[src/rtl/hcv_pkg.sv]
package hcv_pkg;
   localparam int NOCT = 8;

   typedef enum logic [2:0] {
      OCT_A, OCT_B, OCT_C, OCT_D, OCT_E, OCT_F, OCT_G, OCT_H
   } octant_e;

   // odd octants sit on the diagonals and carry the sqrt(2) factor
   function automatic bit is_diag(input int k);
      return (k % 2) == 1;
   endfunction

   // sqrt(2) ~ 1449/1024, rounded up
   function automatic int diag_depth(input int n);
      return (n * 1449 + 1023) / 1024;
   endfunction
endpackage

[src/rtl/hcv_offset_rotor.sv]
module hcv_offset_rotor #(
   parameter int PIX_W  = 10,
   parameter int COEF_W = 14,
   parameter int FRAC   = 12,
   parameter int COS_Q  = 3784,
   parameter int SIN_Q  = 1567,
   localparam int DW    = PIX_W + 1,
   localparam int SW    = DW + COEF_W + 1,
   localparam int RW    = SW - FRAC
) (
   input  logic                    clk,
   input  logic                    rst_n,
   input  logic signed [PIX_W-1:0] ctr_x,
   input  logic signed [PIX_W-1:0] ctr_y,
   input  logic                    pix_valid,
   input  logic signed [PIX_W-1:0] pix_x,
   input  logic signed [PIX_W-1:0] pix_y,
   output logic                    rot_valid,
   output logic signed [RW-1:0]    rot_x,
   output logic signed [RW-1:0]    rot_y
);
   logic                 off_valid;
   logic signed [DW-1:0] off_x, off_y;
   logic signed [SW-1:0] ext_x, ext_y, acc_x, acc_y;

   // stage 1: move the centre to the origin
   always_ff @(posedge clk or negedge rst_n) begin
      if (!rst_n) begin
         off_valid <= 1'b0;
         off_x     <= '0;
         off_y     <= '0;
      end else begin
         off_valid <= pix_valid;
         off_x     <= DW'(pix_x) - DW'(ctr_x);
         off_y     <= DW'(pix_y) - DW'(ctr_y);
      end
   end

   assign ext_x = SW'(off_x);
   assign ext_y = SW'(off_y);
   assign acc_x = ext_x * SW'(COS_Q) + ext_y * SW'(SIN_Q);
   assign acc_y = ext_y * SW'(COS_Q) - ext_x * SW'(SIN_Q);

   // stage 2: rotate, floor to integer radius units
   always_ff @(posedge clk or negedge rst_n) begin
      if (!rst_n) begin
         rot_valid <= 1'b0;
         rot_x     <= '0;
         rot_y     <= '0;
      end else begin
         rot_valid <= off_valid;
         rot_x     <= RW'(acc_x >>> FRAC);
         rot_y     <= RW'(acc_y >>> FRAC);
      end
   end

   p_rot_latency_r2 : assert property (@(posedge clk) disable iff (!rst_n)
      pix_valid |=> ##1 rot_valid);
   p_rot_idle_r2 : assert property (@(posedge clk) disable iff (!rst_n)
      !pix_valid |=> ##1 !rot_valid);
endmodule

[src/rtl/hcv_octant_fold.sv]
module hcv_octant_fold
   import hcv_pkg::*;
#(
   parameter int RW       = 14,
   parameter int AW       = 6,
   parameter int DEPTH_AX = 32,
   parameter int DEPTH_DG = 46,
   localparam int VW      = RW + 2
) (
   input  logic signed [RW-1:0]     ra,
   input  logic signed [RW-1:0]     rc,
   output logic [NOCT-1:0][AW-1:0]  vaddr,
   output logic [NOCT-1:0]          vok
);
   logic signed [VW-1:0] val [NOCT];

   always_comb begin
      val[OCT_A] = VW'(ra);
      val[OCT_B] = VW'(ra) + VW'(rc);
      val[OCT_C] = VW'(rc);
      val[OCT_D] = VW'(ra) - VW'(rc);
   end

   generate
      for (genvar k = 0; k < NOCT; k++) begin : g_oct
         localparam int LIM = is_diag(k) ? DEPTH_DG : DEPTH_AX;
         if (k >= NOCT / 2) begin : g_neg
            assign val[k] = -val[k - NOCT / 2];
         end
         assign vok[k]   = !val[k][VW-1] && (val[k] < VW'(LIM));
         assign vaddr[k] = val[k][AW-1:0];
      end
   endgenerate
endmodule

[src/rtl/hcv_clear_seq.sv]
module hcv_clear_seq #(
   parameter int DEPTH = 46,
   parameter int AW    = 6,
   localparam logic [AW-1:0] LAST = AW'(DEPTH - 1)
) (
   input  logic          clk,
   input  logic          rst_n,
   input  logic          clr,
   output logic          busy,
   output logic [AW-1:0] sweep_addr
);
   always_ff @(posedge clk or negedge rst_n) begin
      if (!rst_n) begin
         busy       <= 1'b1;
         sweep_addr <= '0;
      end else if (clr) begin
         busy       <= 1'b1;
         sweep_addr <= '0;
      end else if (busy) begin
         if (sweep_addr == LAST) begin
            busy <= 1'b0;
         end else begin
            sweep_addr <= sweep_addr + 1'b1;
         end
      end
   end

   p_sweep_end_r7 : assert property (@(posedge clk) disable iff (!rst_n)
      $fell(busy) |-> $past(sweep_addr) == LAST);
endmodule

[src/rtl/hcv_vote_bank.sv]
module hcv_vote_bank #(
   parameter int DEPTH = 32,
   parameter int CW    = 8,
   parameter int AW    = 6,
   localparam int BW   = (DEPTH > 1) ? $clog2(DEPTH) : 1,
   localparam logic [CW-1:0] MAXC = '1
) (
   input  logic          clk,
   input  logic          rst_n,
   input  logic          clr_en,
   input  logic [AW-1:0] clr_addr,
   input  logic          vote_en,
   input  logic [AW-1:0] vote_addr,
   input  logic [AW-1:0] rd_addr,
   output logic [CW-1:0] rd_cnt
);
   logic [CW-1:0] mem [DEPTH];
   logic          clr_in, vote_in, rd_in;

   assign clr_in  = clr_addr  < AW'(DEPTH);
   assign vote_in = vote_addr < AW'(DEPTH);
   assign rd_in   = rd_addr   < AW'(DEPTH);

   always_ff @(posedge clk) begin
      if (clr_en) begin
         if (clr_in) mem[clr_addr[BW-1:0]] <= '0;
      end else if (vote_en && vote_in) begin
         if (mem[vote_addr[BW-1:0]] != MAXC)
            mem[vote_addr[BW-1:0]] <= mem[vote_addr[BW-1:0]] + 1'b1;
      end
   end

   assign rd_cnt = rd_in ? mem[rd_addr[BW-1:0]] : '0;

   p_sat_hold_r6 : assert property (@(posedge clk) disable iff (!rst_n)
      (vote_en && vote_in && !clr_en && mem[vote_addr[BW-1:0]] == MAXC)
      |=> mem[$past(vote_addr[BW-1:0])] == MAXC);
   p_no_vote_busy_r8 : assert property (@(posedge clk) disable iff (!rst_n)
      !(clr_en && vote_en));
endmodule

[src/rtl/hcv_circle_voter.sv]
module hcv_circle_voter
   import hcv_pkg::*;
#(
   parameter int PIX_W    = 10,
   parameter int COEF_W   = 14,
   parameter int FRAC     = 12,
   parameter int COS_Q    = 3784,
   parameter int SIN_Q    = 1567,
   parameter int DEPTH_AX = 32,
   parameter int CNT_W    = 8,
   localparam int RW       = PIX_W + COEF_W + 2 - FRAC,
   localparam int DEPTH_DG = diag_depth(DEPTH_AX),
   localparam int AW       = $clog2(DEPTH_DG)
) (
   input  logic                    clk,
   input  logic                    rst_n,
   input  logic                    clr,
   input  logic signed [PIX_W-1:0] ctr_x,
   input  logic signed [PIX_W-1:0] ctr_y,
   input  logic                    pix_valid,
   input  logic signed [PIX_W-1:0] pix_x,
   input  logic signed [PIX_W-1:0] pix_y,
   output logic                    rot_valid,
   output logic signed [RW-1:0]    rot_x,
   output logic signed [RW-1:0]    rot_y,
   output logic                    busy,
   input  logic [CNT_W-1:0]        thr,
   input  logic [2:0]              rd_bank,
   input  logic [AW-1:0]           rd_addr,
   output logic [CNT_W-1:0]        rd_count,
   output logic                    rd_hit
);
   // elaboration checks
   if (DEPTH_AX < 2)         begin : g_bad_depth $error("DEPTH_AX must be at least 2"); end
   if (FRAC >= COEF_W)       begin : g_bad_frac  $error("FRAC must be below COEF_W"); end
   if (RW + 2 <= AW)         begin : g_bad_rw    $error("radius width too narrow for banks"); end
   if (CNT_W < 1)            begin : g_bad_cnt   $error("CNT_W must be positive"); end

   logic [NOCT-1:0][AW-1:0] vaddr;
   logic [NOCT-1:0]         vok;
   logic [AW-1:0]           sweep_addr;
   logic [CNT_W-1:0]        rd_cnt [NOCT];

   hcv_offset_rotor #(
      .PIX_W(PIX_W), .COEF_W(COEF_W), .FRAC(FRAC), .COS_Q(COS_Q), .SIN_Q(SIN_Q)
   ) u_rotor (
      .clk(clk), .rst_n(rst_n), .ctr_x(ctr_x), .ctr_y(ctr_y),
      .pix_valid(pix_valid), .pix_x(pix_x), .pix_y(pix_y),
      .rot_valid(rot_valid), .rot_x(rot_x), .rot_y(rot_y)
   );

   hcv_octant_fold #(
      .RW(RW), .AW(AW), .DEPTH_AX(DEPTH_AX), .DEPTH_DG(DEPTH_DG)
   ) u_fold (
      .ra(rot_x), .rc(rot_y), .vaddr(vaddr), .vok(vok)
   );

   hcv_clear_seq #(.DEPTH(DEPTH_DG), .AW(AW)) u_clear (
      .clk(clk), .rst_n(rst_n), .clr(clr), .busy(busy), .sweep_addr(sweep_addr)
   );

   generate
      for (genvar k = 0; k < NOCT; k++) begin : g_bank
         localparam int D = is_diag(k) ? DEPTH_DG : DEPTH_AX;
         hcv_vote_bank #(.DEPTH(D), .CW(CNT_W), .AW(AW)) u_bank (
            .clk(clk), .rst_n(rst_n),
            .clr_en(busy), .clr_addr(sweep_addr),
            .vote_en(rot_valid && !busy && vok[k]), .vote_addr(vaddr[k]),
            .rd_addr(rd_addr), .rd_cnt(rd_cnt[k])
         );
      end
   endgenerate

   assign rd_count = rd_cnt[rd_bank];
   assign rd_hit   = rd_count >= thr;

   // opposite octants share a magnitude: both vote only at radius zero
   p_zero_pair_r3 : assert property (@(posedge clk) disable iff (!rst_n)
      (rot_valid && vok[OCT_A] && vok[OCT_E]) |-> rot_x == '0);
   p_diag_pair_r3 : assert property (@(posedge clk) disable iff (!rst_n)
      (rot_valid && vok[OCT_B] && vok[OCT_F]) |-> vaddr[OCT_B] == '0);
endmodule

[config.mk]
export PLATFORM = sky130hd
export DESIGN_NAME = hcv_circle_voter
export DESIGN_NICKNAME = d
export VERILOG_FILES = /design/src/rtl/hcv_pkg.sv /design/src/rtl/hcv_offset_rotor.sv /design/src/rtl/hcv_octant_fold.sv /design/src/rtl/hcv_clear_seq.sv /design/src/rtl/hcv_vote_bank.sv /design/src/rtl/hcv_circle_voter.sv
export SDC_FILE = /design/constraint.sdc
export NUM_CORES = 2
export LEC_CHECK = 0
export CORE_MARGIN = 5
export CORE_UTILIZATION = 56
export DETAILED_ROUTE_END_ITERATION = 8
export GPL_TIMING_DRIVEN = 1
export MAX_ROUTING_LAYER = met4
export PLACE_DENSITY = 0.75
export SYNTH_ARGS = -nofsm -noshare
export SYNTH_HDL_FRONTEND = slang
export SYNTH_HIERARCHICAL = 1
export SYNTH_SLANG_ARGS = --single-unit
[constraint.sdc]
create_clock -name clk -period 6.6 [get_ports clk]
set_clock_uncertainty 0.1 [all_clocks]
set_input_delay 1.32 -clock clk [delete_from_list [all_inputs] [get_ports clk]]
set_output_delay 1.32 -clock clk [all_outputs]
set_load 0.005 [all_outputs]
=== Word-level counts from Yosys, hierarchy flattened ===
Memories as Yosys holds them, arrays and structs flattened.
Cells that the tools add are included.

* Register bits after elaboration: 59
* RAM bits: 2496
* Logic and storage cells: 195
* Memories: 8

{| class="wikitable"
|+ Memory list
! memory !! words !! width !! rd ports !! clocked after memory_dff !! wr ports !! RTL line !! RTL
|-
| g_bank[1].u_bank.mem || 46 || 8 || 2 || 0 || 1 || hcv_vote_bank.sv:17 || <nowiki>logic [CW-1:0] mem [DEPTH];</nowiki>
|-
| g_bank[3].u_bank.mem || 46 || 8 || 2 || 0 || 1 || hcv_vote_bank.sv:17 ||
|-
| g_bank[5].u_bank.mem || 46 || 8 || 2 || 0 || 1 || hcv_vote_bank.sv:17 ||
|-
| g_bank[7].u_bank.mem || 46 || 8 || 2 || 0 || 1 || hcv_vote_bank.sv:17 ||
|-
| g_bank[0].u_bank.mem || 32 || 8 || 2 || 0 || 1 || hcv_vote_bank.sv:17 ||
|-
| g_bank[2].u_bank.mem || 32 || 8 || 2 || 0 || 1 || hcv_vote_bank.sv:17 ||
|-
| 2 more memories || -- || -- || -- || -- || -- || -- ||
|}

* Add/subtract/negate cells: 19
* Multiply operators: 4
* Order comparisons: 22
* Equality and inequality tests: 10
* Muxes and demuxes: 79
* Bitwise logic cells: 1
* Reduce and logical (&&, ||, !) cells: 44

{| class="wikitable"
|+ Operators by type and width
! operator !! number
|-
| two-way mux 8 bit || 18
|-
| less-than comparator 16 x 7 -> 1 bit (second input constant) || 6
|-
| less-than comparator 6 bit (second input constant) || 12
|-
| adder 8 x 1 -> 8 bit (second input constant) || 8
|-
| inequality test 8 bit (second input constant) || 8
|-
| OR reduction 8 bit || 8
|-
| two-way mux 1 bit || 49
|-
| multiplier 11 x 12 -> 23 bit (second input constant) || 2
|-
| multiplier 11 x 10 -> 21 bit (second input constant) || 2
|-
| two-way mux 6 bit || 7
|-
| negator 14 -> 16 bit || 2
|-
| negator 16 bit || 2
|-
| less-than comparator 14 x 7 -> 1 bit (second input constant) || 2
|-
| adder 26 bit || 1
|-
| subtractor 26 bit || 1
|-
| logical AND 1 bit || 25
|-
| binary-select mux 8 bit (select 3 bit) || 1
|-
| subtractor 10 x 10 -> 11 bit || 2
|-
| two-way mux 5 bit || 4
|-
| adder 14 x 14 -> 15 bit || 1
|-
| subtractor 14 x 14 -> 15 bit || 1
|-
| logical NOT 1 bit || 9
|-
| greater-or-equal comparator 8 bit || 1
|-
| adder 6 x 1 -> 6 bit (second input constant) || 1
|-
| 6 further kinds || 6
|}

=== Longest topological paths before layout ===
* Depth after elaboration: 11
* Mapped depth: 29
* Mapped depth without buffers: 29

=== Modules after synthesis ===
Netlist, hierarchy kept.

{| class="wikitable"
|+ Modules (own cells, without submodules)
! module !! times used !! cells each !! area an instance (um2)
|-
| hcv_vote_bank (g_bank[1].u_bank ...) || 4 || 1117 || 18425.2
|-
| hcv_vote_bank (g_bank[2].u_bank ...) || 3 || 612 || 12250.5
|-
| hcv_offset_rotor || 1 || 1330 || 12624.6
|-
| hcv_vote_bank (g_bank[0].u_bank) || 1 || 624 || 12494.5
|-
| hcv_octant_fold || 1 || 414 || 2952.8
|-
| hcv_circle_voter || 1 || 70 || 819.5
|-
| hcv_clear_seq || 1 || 40 || 416.6
|}

=== Worst setup path after synthesis ===
Ideal clock, no wire load.

* Path type: register to register
* Start: register u_rotor.off_y[3]
* End: register u_rotor.rot_y[12]
* Library setup time: 79 ps
* Arrival time: 6945 ps
* Required time: 6421 ps
* Setup slack: -525 ps
* Cell stages (with the launch flop): 29
* Buffers on the path: 0
* Clock period less this slack: 7125 ps
* Path through: dfrtp_1 inv_1 ha_1 fa_1 inv_1 fa_1 fa_1 inv_1 fa_1 inv_1 ha_1 and3_1 a31oi_1 nand2b_1 xnor2_1 ha_1 inv_1 fa_1 inv_1 fa_1 inv_1 ha_1 a21o_1 a21o_1 a21oi_1 o21ai_0 a311o_1 a21oi_1 xor2_1

* Cells in the longest elaborated chain, start to end: 2

{| class="wikitable"
|+ Ends and longest elaborated chain
! item !! RTL line !! RTL
|-
| from (decl) || hcv_offset_rotor.sv:23 || <nowiki>logic signed [DW-1:0] off_x, off_y;</nowiki>
|-
| from (signal assigned) || hcv_offset_rotor.sv:35 || <nowiki>off_y <= DW'(pix_y) - DW'(ctr_y);</nowiki>
|-
| multiplier 11 x 10 -> 21 bit || hcv_offset_rotor.sv:42 || <nowiki>assign acc_y = ext_y * SW'(COS_Q) - ext_x * SW'(SIN_Q);</nowiki>
|-
| subtractor 26 bit || hcv_offset_rotor.sv:42 ||
|-
| net u_rotor.acc_y[24] || hcv_offset_rotor.sv:24 || <nowiki>logic signed [SW-1:0] ext_x, ext_y, acc_x, acc_y;</nowiki>
|-
| to (signal assigned) || hcv_offset_rotor.sv:53 || <nowiki>rot_y <= RW'(acc_y >>> FRAC);</nowiki>
|-
| to (decl) || hcv_offset_rotor.sv:20 || <nowiki>output logic signed [RW-1:0] rot_y</nowiki>
|}

The timed path passes the listed nets, and every way through them passes these cells.
A chain may end at the register's enable or synchronous reset.

=== Worst setup path after layout ===
* Start: register u_rotor.off_y[5]
* End: register u_rotor.rot_y[12]

The elaborated chain is that of the path after synthesis.

==> flow_summary.yaml <==
logic_synthesis:
  yosysMostFrequentCell: "edfxtp_1"
  yosys.area.top_type_share_pct: 53.6
  synth_flop_cell: "edfxtp_1"
  yosysWarnings: 6
  synth_fp_nets: 9369
  synth_top_area_cell: "edfxtp_1"
  syn_area_per_cell_sq_um: 15.9
  synth_area_leaders: "edfxtp_1, mux4_2, mux2i_1"
  yosysUniqueCellTypes: 120
  synth_cells: 8782
  syn_area_sq_mm: 0.140
  async_flop_share_pct: 2.23
  synth_seq_cells: 2553
  synth-edff-count: 2496
  ys_seq_area_share_pct: 54.7
  synth.cells.most_frequent: "edfxtp_1, mux4_2, nand2_1, inv_1, mux2i_1"
routing:
  drt_iter0_drc: 12500
  wl_microns: 424000
  vias: 92500
  met2_length_microns: 198000
  met1_length_microns: 151000
  ant_nets: 0
  viasPerCell: 6.92
  first_pass_iters: 8
  wl_per_cell_microns: 31.7
  drc: 0
  top_layer: "met4"
  dr_wl_met3_microns: 52200
clock_tree:
  cts-root-buf: "clkbuf_16"
  htree_levels: 5
  tritoncts: "built"
  clk_latency_ns: 0.93
  clock_sinks: 2553
  cts_inserted_buffers: 286
  cts_hold_buf: 0
  clk_pin_slew_ns: 0.06
  cts_max_path_buffers: 4
sta:
  hold_viol_final: 0
  setup_violations: 22
  fin_crit_sh_pct: 106
  max_slew_margin_pct: 13.0
  rsz0062_at_grt: "true"
  fmax_ghz: 0.143
  worst_pin_slew_ns: 1.30
  drv_slew: 0
  setup_ws_ns: -0.390
  fin_crit_ns: 6.99
cells_and_area:
  nNetsFinal: 10400
  multi_input_area_sq_mm: 0.0607
  area_delta_synth_final_pct: 17.4
  finalNonFillerCells: 13400
  final_layout_size_suffix_gt1_share_pct: 33.2
  regArea_sq_mm: 0.0764
  fillCellCount: 16500
global_route:
  grt_overflow: 0
  grt_pass1_wl_microns: 619000
  track_usage_pct: 33.3
  antenna_found_initial: 10
  grt_max_degree: 101
  grt_pass1_vias: 93300
die:
  die-area_sq_mm: 0.260
  start_util_pct: 56.3
  die_w_microns: 510
  ios: 100
  die_h_microns: 510
  rows: 183
  core_sq_mm: 0.248
worst_setup_path:
  endpoint_kind: "register"
  critPathKind: "register to register"
  cp_common_cell: "fa_1"
  critPathBufInv: 8
  required_ns: 7.32
  cp_slowest_stage_delay_ns: 0.52
  critPathLaunchType: "register"
  crit_arrival_ns: 7.71
  crit_family: "adder cells"
  reg2regPathDepth: 29
  cp_max_fo: 5
  crit_cells: 29
  crit_slowest_cell: "fa_1"
min_path:
  whs_path_depth: 0
  hold_path.class: "register to register"
status:
  outcome: "finished with violations"
  violations: "setup timing"
placed_design:
  dp.cells: 12700
  place_ws_ns: -1.28
  globalplace.congestion: 0.969
  port_buffers: 99
  hpwl_microns: 285000
job:
  drv_cap: 0
## state kept, by name (all words and copies together) (netlist names)
signal              cells
u_clear/busy            1
g_bank.u_bank/mem    2496
u_clear/sweep_addr      6
u_rotor/rot_valid       1
u_rotor/rot_x          13
u_rotor/off_y          11
u_rotor/rot_y          13
u_rotor/off_valid       1
u_rotor/off_x          11
## final timing paths
path	from	to	slack, ns
setup / recovery	u_rotor/off_y[5]$_DFF_PN0_	u_rotor/rot_y[12]$_DFF_PN0_	-0.39
hold / removal	u_rotor/off_valid$_DFF_PN0_	u_rotor/rot_valid$_DFF_PN0_	0.26
setup reg to reg	u_rotor/off_y[5]$_DFF_PN0_	u_rotor/rot_y[12]$_DFF_PN0_	-0.39
hold reg to reg	u_rotor/off_valid$_DFF_PN0_	u_rotor/rot_valid$_DFF_PN0_	0.26
max in group asynchronous	rst_n	u_rotor/rot_y[1]$_DFF_PN0_	5.22
min in group asynchronous	rst_n	u_rotor/off_valid$_DFF_PN0_	0.44
## area by class of cell
class / instances / share of cell area, %
multi-input cells: 5174 / 37.0
inverters: 490 / 1.13
flip-flops and latches: 2553 / 46.6
clock inverters: 152 / 0.895
well taps: 3330 / 2.54
repair buffers: 1334 / 7.33
clock buffers: 336 / 4.53
diodes: 11 / 0.0168
## through the flow
stage | instance area [sq um] | util, % | TNS (ns) | hold slack (ns)
after floorplan | 140000 | - | -0.000642 | 0.231
after global placement | 152000 | 61.1 | -9.35 | 0.235
after detailed placement | 152000 | 61.1 | -11.17 | 0.242
after CTS | 163000 | 65.5 | -2.81 | 0.260
after global routing | 164000 | 66.0 | -7.92 | 0.271
final | 164000 | 66.0 | -3.37 | 0.256
## layer usage
layer	track usage, %	up-vias
met5	-	-
met4	14.8	0
met3	6.91	1314
met2	50.3	6732
met1	44.1	46900
li1	-	37600
## worst register-to-register path, delay by kind of cell, from the launching register on
| family | cells | cell delay, ns |
|---|---|---|
| DFF | 1 | 0.48 |
| adders and majority gates | 10 | 3.89 |
| xor gates and xnor gates | 2 | 0.34 |
| AOI/OAI and AO/OA | 7 | 1.33 |
| buffers and inverters | 8 | 0.50 |
| and+or+nand+nor | 2 | 0.29 |
## layout by cell type (no fill, tap or decap), types with 50 or more instances in the layout
cell type        count
xnor2_1             72
fa_1               178
buf_6               51
o221ai_1            57
o21ai_0            211
mux2i_1            448
mux4_1              80
clkinv_1            54
nand3b_1            57
nand2b_1            50
buf_12              91
inv_1              444
and2_1              69
nand3_1            175
o22ai_1            114
nor3_1              65
clkbuf_16          294
ha_1               280
clkdlybuf4s50_1     89
mux2_2              80
edfxtp_1          2496
ha_4                58
nor2b_1             73
a211oi_1            54
buf_4             1072
nand2_1            475
o31ai_1             58
a21oi_1            159
nor2_1             296
mux4_2            1108
## kinds of logic (layout without fill, tap and decap cells)
group / count (synthesis) / count (layout) / share of synthesized area (%)
flip-flops: 2553 / 2553 / 54.7
other: 0 / 11 / 0
adder cells (fa/ha/maj): 526 / 526 / 5.69
buffers and inverters: 1056 / 2312 / 3.62
AO/OA/AOI/OAI: 1149 / 1149 / 5.69
AND/OR/NAND/NOR: 1609 / 1610 / 5.86
multiplexers: 1754 / 1754 / 23.6
XOR/XNOR: 135 / 135 / 0.891
## what timing repair did
| action | 4_1_cts | 5_1_grt |
|---|---|---|
| setup endpoints to repair | 32 | 688 |
| setup buffers | 61 | 77 |
| endpoints found under the hold margin | 0 | 0 |
| gates cloned | 6 | 6 |
| pin swaps | 142 | 119 |
| gates resized for setup | 263 | 185 |
Power is left out: the tool's default activity adds up to more than one toggle a clock period on the data nets, which glitch-free logic cannot reach.
